### config.mk
export PLATFORM = sky130hd
export DESIGN_NAME = cyc_irq_timer
export DESIGN_NICKNAME = d
export VERILOG_FILES = /design/src/rtl/irq_timer_pkg.sv /design/src/rtl/timer_cmd_decode.sv /design/src/rtl/timer_down_counter.sv /design/src/rtl/timer_irq_ctrl.sv /design/src/rtl/cyc_irq_timer.sv
export SDC_FILE = /design/constraint.sdc
export NUM_CORES = 1
export LEC_CHECK = 0
export BUFFER_PORTS_ARGS = -buffer_cell sky130_fd_sc_hd__buf_2
export CAP_MARGIN = 25
export CORE_ASPECT_RATIO = 0.8
export CORE_MARGIN = 2
export CORE_UTILIZATION = 55
export DETAILED_ROUTE_END_ITERATION = 8
export GPL_TIMING_DRIVEN = 0
export PLACE_DENSITY = 0.76
export SLEW_MARGIN = 20
export SYNTH_ARGS = -nofsm -noshare
export SYNTH_HDL_FRONTEND = slang
export SYNTH_SLANG_ARGS = --single-unit
### constraint.sdc
create_clock -name clk -period 1.9 [get_ports clk]
set_input_delay 0.38 -clock clk [delete_from_list [all_inputs] [get_ports clk]]
set_output_delay 0.38 -clock clk [all_outputs]
set_load 0.02 [all_outputs]
### src/rtl/irq_timer_pkg.sv
package irq_timer_pkg;
  localparam int CMD_IDX_W    = 4;
  localparam int CMD_DATA_W   = 8;
  localparam int CMD_CTRL     = 13;
  localparam int CMD_CNT_BASE = 14;  // low byte, then high byte
  localparam int CTRL_IRQ_BIT = 0;
  localparam int CTRL_CNT_BIT = 7;
endpackage

### src/rtl/timer_cmd_decode.sv
module timer_cmd_decode
  import irq_timer_pkg::*;
#(
  parameter int IDX_W = CMD_IDX_W,
  parameter int NB    = 2
) (
  input  logic             we,
  input  logic [IDX_W-1:0] idx,
  output logic             ctrl_we,
  output logic [NB-1:0]    byte_ld
);
  assign ctrl_we = we && (idx == IDX_W'(CMD_CTRL));

  for (genvar b = 0; b < NB; b++) begin : g_ld
    assign byte_ld[b] = we && (idx == IDX_W'(CMD_CNT_BASE + b));
  end

  always_comb begin
    assert (!(ctrl_we && (byte_ld != '0))) else $error("AST_ONE_CMD");
  end
endmodule

### src/rtl/timer_down_counter.sv
module timer_down_counter #(
  parameter int DATA_W = 8,
  parameter int NB     = 2
) (
  input  logic              clk,
  input  logic              rst_n,
  input  logic              step,
  input  logic [NB-1:0]     byte_ld,
  input  logic [DATA_W-1:0] data,
  output logic              wrap
);
  localparam int CNT_W = DATA_W * NB;

  logic [CNT_W-1:0] cnt, dec, nxt;

  assign dec  = cnt - CNT_W'(1);
  assign wrap = step && (cnt == '0);

  for (genvar b = 0; b < NB; b++) begin : g_lane
    assign nxt[b*DATA_W +: DATA_W] = byte_ld[b] ? data
                                   : (step ? dec[b*DATA_W +: DATA_W]
                                           : cnt[b*DATA_W +: DATA_W]);
  end

  always_ff @(posedge clk or negedge rst_n) begin
    if (!rst_n) cnt <= '0;
    else        cnt <= nxt;
  end

  AST_HOLD_IDLE: assert property (@(posedge clk) disable iff (!rst_n)
    (!step && byte_ld == '0) |=> $stable(cnt)) else $error("AST_HOLD_IDLE");
  AST_STEP_DOWN: assert property (@(posedge clk) disable iff (!rst_n)
    (step && byte_ld == '0) |=> (cnt == $past(cnt) - CNT_W'(1))) else $error("AST_STEP_DOWN");
  AST_LOAD_LOW: assert property (@(posedge clk) disable iff (!rst_n)
    byte_ld[0] |=> (cnt[DATA_W-1:0] == $past(data))) else $error("AST_LOAD_LOW");
  AST_WRAP_TO_MAX: assert property (@(posedge clk) disable iff (!rst_n)
    (wrap && byte_ld == '0) |=> (cnt == {CNT_W{1'b1}})) else $error("AST_WRAP_TO_MAX");
endmodule

### src/rtl/timer_irq_ctrl.sv
module timer_irq_ctrl (
  input  logic clk,
  input  logic rst_n,
  input  logic ctrl_we,
  input  logic irq_en_in,
  input  logic cnt_en_in,
  input  logic wrap,
  output logic cnt_en,
  output logic pending
);
  logic irq_en;

  always_ff @(posedge clk or negedge rst_n) begin
    if (!rst_n) begin
      irq_en  <= 1'b0;
      cnt_en  <= 1'b0;
      pending <= 1'b0;
    end else if (ctrl_we) begin
      irq_en  <= irq_en_in;
      cnt_en  <= cnt_en_in;
      pending <= 1'b0;
    end else if (wrap && irq_en) begin
      pending <= 1'b1;
    end
  end

  AST_IRQ_HELD: assert property (@(posedge clk) disable iff (!rst_n)
    (pending && !ctrl_we) |=> pending) else $error("AST_IRQ_HELD");
  AST_ACK_CLEARS: assert property (@(posedge clk) disable iff (!rst_n)
    ctrl_we |=> !pending) else $error("AST_ACK_CLEARS");
  AST_NO_IRQ_DISABLED: assert property (@(posedge clk) disable iff (!rst_n)
    (!pending && !irq_en) |=> !pending) else $error("AST_NO_IRQ_DISABLED");
endmodule

### src/rtl/cyc_irq_timer.sv
module cyc_irq_timer
  import irq_timer_pkg::*;
#(
  parameter int DATA_W = CMD_DATA_W,
  parameter int IDX_W  = CMD_IDX_W
) (
  input  logic              clk,
  input  logic              rst_n,
  input  logic              cpu_tick,
  input  logic              cmd_we,
  input  logic [IDX_W-1:0]  cmd_idx,
  input  logic [DATA_W-1:0] cmd_data,
  output logic              irq_n
);
  localparam int NB = 2;

  logic          ctrl_we, cnt_en, pending, wrap;
  logic [NB-1:0] byte_ld;

  timer_cmd_decode #(.IDX_W(IDX_W), .NB(NB)) u_dec (
    .we(cmd_we), .idx(cmd_idx), .ctrl_we(ctrl_we), .byte_ld(byte_ld)
  );

  timer_down_counter #(.DATA_W(DATA_W), .NB(NB)) u_cnt (
    .clk(clk), .rst_n(rst_n), .step(cpu_tick && cnt_en),
    .byte_ld(byte_ld), .data(cmd_data), .wrap(wrap)
  );

  timer_irq_ctrl u_irq (
    .clk(clk), .rst_n(rst_n), .ctrl_we(ctrl_we),
    .irq_en_in(cmd_data[CTRL_IRQ_BIT]), .cnt_en_in(cmd_data[CTRL_CNT_BIT]),
    .wrap(wrap), .cnt_en(cnt_en), .pending(pending)
  );

  assign irq_n = !pending;

  AST_FALL_ON_WRAP: assert property (@(posedge clk) disable iff (!rst_n)
    $fell(irq_n) |-> $past(wrap)) else $error("AST_FALL_ON_WRAP");
  AST_RISE_ON_CTRL: assert property (@(posedge clk) disable iff (!rst_n)
    $rose(irq_n) |-> $past(ctrl_we)) else $error("AST_RISE_ON_CTRL");
endmodule

======== Yosys cells after proc, flatten, opt, wreduce, memory -nomap -nowiden ========
Index checks and enable logic that the tools add are counted.
word-level totals
  word-level logic and storage cells ...... 26
  input bits .............................. 16
  output and inout bits ................... 1
  bits in registers ....................... 19
operators by class
  add/sub/neg operators ................... 1
  reductions and logical operators ........ 11
  eq/ne operators ......................... 3
  multiplexer cells ....................... 6
operator list
  kind                   count
  $mux 8                 4
  $logic_not 16->1       1
  $sub 16x1->16 const B  1
  $eq 4x4->1 const B     3
  $logic_and 1x1->1      6
  $reduce_bool 2->1      3
  $mux 1                 2
  $logic_not 1->1        1

======== Depth between registers and ports, before layout ========
  word-level depth ........................ 5
  depth in mapped cells ................... 7
  depth with buffers taken out ............ 6

======== Modules after synthesis ========
From an unflattened synthesis, not the netlist that was laid out.
second synthesis, totals
  cell total of the unflattened synthesis .. 109
  area, all modules ....................... 1076.0 sq um
modules (own cells, without submodules)
  module              instances  sequential area each (sq um)  area an instance (sq um)  cells each
  timer_down_counter  1          400.4                         927.1                     94
  timer_irq_ctrl      1          75.1                          106.4                     7
  timer_cmd_decode    1          0.0                           32.5                      6
  cyc_irq_timer       1          0.0                           10.0                      2

======== Worst setup path after synthesis ========
OpenSTA, ideal clock, no wires.
  path kind ............................... register to register
  start point ............................. register u_cnt.cnt[3]
  end point ............................... register u_cnt.cnt[15]
  arrival ................................. 1467 ps
  slack ................................... 309 ps
  cell stages (with the launch flop) ...... 6
  buffers on the path ..................... 1
  setup time .............................. 124 ps
  cell sequence ........................... dfrtp_1 > or3_1 > buf_6 > or2_4 > a311oi_2 > nand2_1
between the ends
  longest elaborated chain between the ends .. 3
RTL lines
  item                    RTL line                  text
  from (decl)             timer_down_counter.sv:14  logic [CNT_W-1:0] cnt, dec, nxt;
  from (signal assigned)  timer_down_counter.sv:27  else cnt <= nxt;
  $sub 16x1->16           timer_down_counter.sv:16  assign dec = cnt - CNT_W'(1);
  $mux 8                  timer_down_counter.sv:21  : (step ? dec[b*DATA_W +: DATA_W]
  $mux 8                  timer_down_counter.sv:20  assign nxt[b*DATA_W +: DATA_W] = byte_ld[b] ? data
Every way passes these cells. The select of a mux whose other input is x is not followed.
A chain may end at the register's enable or synchronous reset.

======== Final worst setup path ========
  start point ............................. register u_cnt.cnt[3]
  end point ............................... register u_irq.pending
between the ends
  longest elaborated chain between the ends .. 4
RTL lines
  item                                RTL line                  text
  $logic_not 16->1                    timer_down_counter.sv:17  assign wrap = step && (cnt == '0);
  $logic_and 1x1->1                   timer_down_counter.sv:17
  $logic_and 1x1->1                   timer_irq_ctrl.sv:22      end else if (wrap && irq_en) begin
  $reduce_bool 2->1 (no source line)  -
  to (signal assigned)                timer_irq_ctrl.sv:17      pending <= 1'b0;
  to (signal assigned)                timer_irq_ctrl.sv:21      pending <= 1'b0;
  to (signal assigned)                timer_irq_ctrl.sv:23      pending <= 1'b1;
  to (decl)                           timer_irq_ctrl.sv:9       output logic pending
Every way passes these cells.

==> results.cfg <==
[critical_path]
crit_type = reg2reg
arrival_ns = 1.96
cp_cell_sequence = nor3_1, nand3_1, nor4_1, o21ba_1
worst-r2r-cell-count = 4
crit_end = u_irq.pending
critPathMaxStageDelay_ns = 0.53
crit_fanout = 4
crit_path_top_delay_cell = nor3_1
start_kind = flip-flop
startpoint = u_cnt.cnt[3]
crit_path_end_kind = flip-flop
r2r_setup_slack_ns = 0.19
timing.rr.start = u_cnt.cnt[3]
critPathRequiredTime_ns = 2.15
reg2reg_to = u_irq.pending

[drt]
drtIter0Drc = 48
wl_um = 2680
vias_per_cell = 6.110
antenna_left = 0
post_drt_wl_per_cell_um = 15.49
routed-via-count = 1057
dr.pass1.iters = 4
drc_errors = 0

[placed_design]
dp.cells = 170
portBuffers = 16
gp_congestion = 0.8731
dp_hpwl_um = 2014
placed_area_mm2 = 0.001284

[power]
p_leak_nw = 0.5129
total_power_w = 0.001467
vdd_ir_drop_max_v = 0.0008324
cellPowerDensity_mw_per_mm2 = 1119

[synth]
yosys_warnings = 0
synth_seq_cells = 19
ys_seq_area_share_pct = 40.51
synth_area_leaders = dfrtp_1, xnor2_1, nand2_1, o21ai_1, nor4_2
syn_area_mm2 = 0.001174
avgSynthCellArea_um2 = 9.028
yosys.area.top_type = dfrtp_1
synth_top_area_share_pct = 40.51
postSynthNetCount = 147
synthCells = 130
ys_types = 36

[global_route]
grt_pass1_wl_um = 4581
grt_pass1_vias = 975
use_met3_pct = 6.877
grt_antenna_before_repair = 0
grt_use_met1_pct = 31.34
grt_use_total_pct = 24.06
overflow = 0
grt-busiest-layer = met2
gr-usage-met2_pct = 41.19
grt_max_degree = 20

[flow_run]
drv_cap = 0

[die]
num_io_pins = 17
start_util_pct = 60.36
core_area_mm2 = 0.001944
core.rowCount = 14
die_h_um = 45.32
dieArea_mm2 = 0.002522
die_w_um = 55.65

[clock_tree]
clk_latency_ns = 0.30
holdBufCountCts = 0
clock_sinks = 19
cts_buffer_depth = 2
post-cts-setup-buffers = 0
path_clk_slew_ns = 0.11
cts_tree = built
cts_resized = 0
cts_buffers = 3
h-tree-depth = 1
cts-root-buf = clkbuf_4

[status]
status = finished with violations
failed_checks = negative hold slack

[finish]
drive_above_1_share_pct = 18.79
design_area_mm2 = 0.001311
final_nets = 167
antenna_cells = 0
stdcell_count = 173
area_growth_pct = 11.73

[timing]
fmax_ghz = 0.5862
finClkSkew_ns = 0.006563
hold_violations = 11
fin_setup_tns_ns = 0
setup_violations = 0
timing_max_transition_violations_final = 0
fin_crit_sh_pct = 89.78
fin_crit_ns = 1.706
rsz0062_at_grt = false
whs_ns = -0.01403
maxSlewHeadroom_pct = 60.39
worst_slew_pin_slew_ns = 0.5895

[hold_path]
hold_class = in2async
[layout by cell type, fill, tap and decap left out, types with 2 or more instances in the layout]
cell type / Yosys / routed
dfrtp_1: 19 / 19
buf_2: 0 / 16
nand2_1: 13 / 13
nor2_1: 9 / 9
xnor2_1: 8 / 8
o21ai_1: 8 / 8
a21oi_1: 7 / 7
inv_1: 6 / 6
nor3_1: 7 / 6
clkbuf_1: 5 / 5
nor4_1: 4 / 4
xor2_1: 4 / 4
nand4_1: 3 / 3
and3_1: 3 / 3
or3_1: 3 / 3
a221oi_1: 3 / 3
nand3_1: 3 / 3
a211oi_1: 3 / 3
nor4_2: 3 / 3
clkbuf_4: 0 / 3
a311oi_1: 2 / 2
[area by class of cell]
cell class | count | area (um^2)
Multi-Input combinational cell | 98 | 646.9
Timing Repair Buffer | 16 | 80.08
Sequential cell | 19 | 475.5
Inverter | 7 | 26.28
Fill cell | 169 | 633.1
Clock buffer | 4 | 26.28
Tap cell | 24 | 30.03
Buffer | 5 | 26.28
[Yosys cell counts (all sizes together)]
master,count
a211oi,3
a21o,1
a21oi,7
a221oi,3
a311oi,3
a31oi,1
a32oi,1
a41oi,1
and3,3
and4,1
buf,1
clkbuf,5
dfrtp,19
ha,1
inv,7
mux2,1
mux2i,1
nand2,13
nand3,3
nand4,3
nand4bb,1
nor2,9
nor2b,1
nor3,7
nor4,7
o21ai,8
o21ba,1
or2,1
or3,4
or4,1
xnor2,8
xor2,4
[kinds of logic after synthesis]
kind of cell / Yosys count / share of synthesized area, %
multiplexers: 2 / 1.812
adder cells (fa/ha/maj): 1 / 1.066
AND/OR/NAND/NOR: 54 / 26.01
AO/OA/AOI/OAI: 29 / 16.85
XOR/XNOR: 12 / 8.955
flip-flops: 19 / 40.51
buffers and inverters: 13 / 4.797
[flip-flops by register name (all words and copies together) (netlist names)]
name / flops
u_irq.cnt_en: 1
u_cnt.cnt: 16
u_irq.irq_en: 1
u_irq.pending: 1
[metal layers]
layer  share of wire [%]  routed length, um
met1                  45               1209
met2                  47               1253
met3                 7.6                205
met4                0.41                 11
met5                   0                  0
[report_power, final]
part           total [W]  switching, W  internal [W]
clock network   0.000210      0.000128     0.0000819
logic           0.000546      0.000291      0.000255
registers       0.000711      0.000173      0.000538
total            0.00147      0.000592      0.000875
[worst min path at each step]
| stage | cells after the start | slack [ns] | endpoint | from |
|---|---|---|---|---|
| finish | 1 | -0.01 | u_cnt.cnt[7] | rst_n |
| detailed placement | 1 | 0.34 | u_cnt.cnt[7] | rst_n |
| global route | 1 | 0.02 | u_cnt.cnt[7] | rst_n |
| floorplan | 0 | 0.08 | u_cnt.cnt[0] | rst_n |
| CTS | 1 | 0.002 | u_cnt.cnt[7] | rst_n |
| global placement | 1 | 0.34 | u_cnt.cnt[7] | rst_n |
[critical path: cells and delay by family (launching register included)]
kind             cells  cell delay (ns)
AND/OR/NAND/NOR      3             1.06
AO/OA/AOI/OAI        1             0.16
flip-flops           1             0.43
[metrics by stage]
stage          utilization [%]  hold WS [ns]  setup slack (ns)
6_report                 67.44      -0.01403            0.1942
5_1_grt                  67.44       0.01703           0.09644
4_1_cts                  67.37      0.002047            0.1377
3_5_place_dp             66.02        0.3441            0.1703
3_3_place_gp             66.02        0.3373            0.2078
2_1_floorplan                -       0.08441            0.3094
Note: power is estimated with default switching activity, not from simulation.
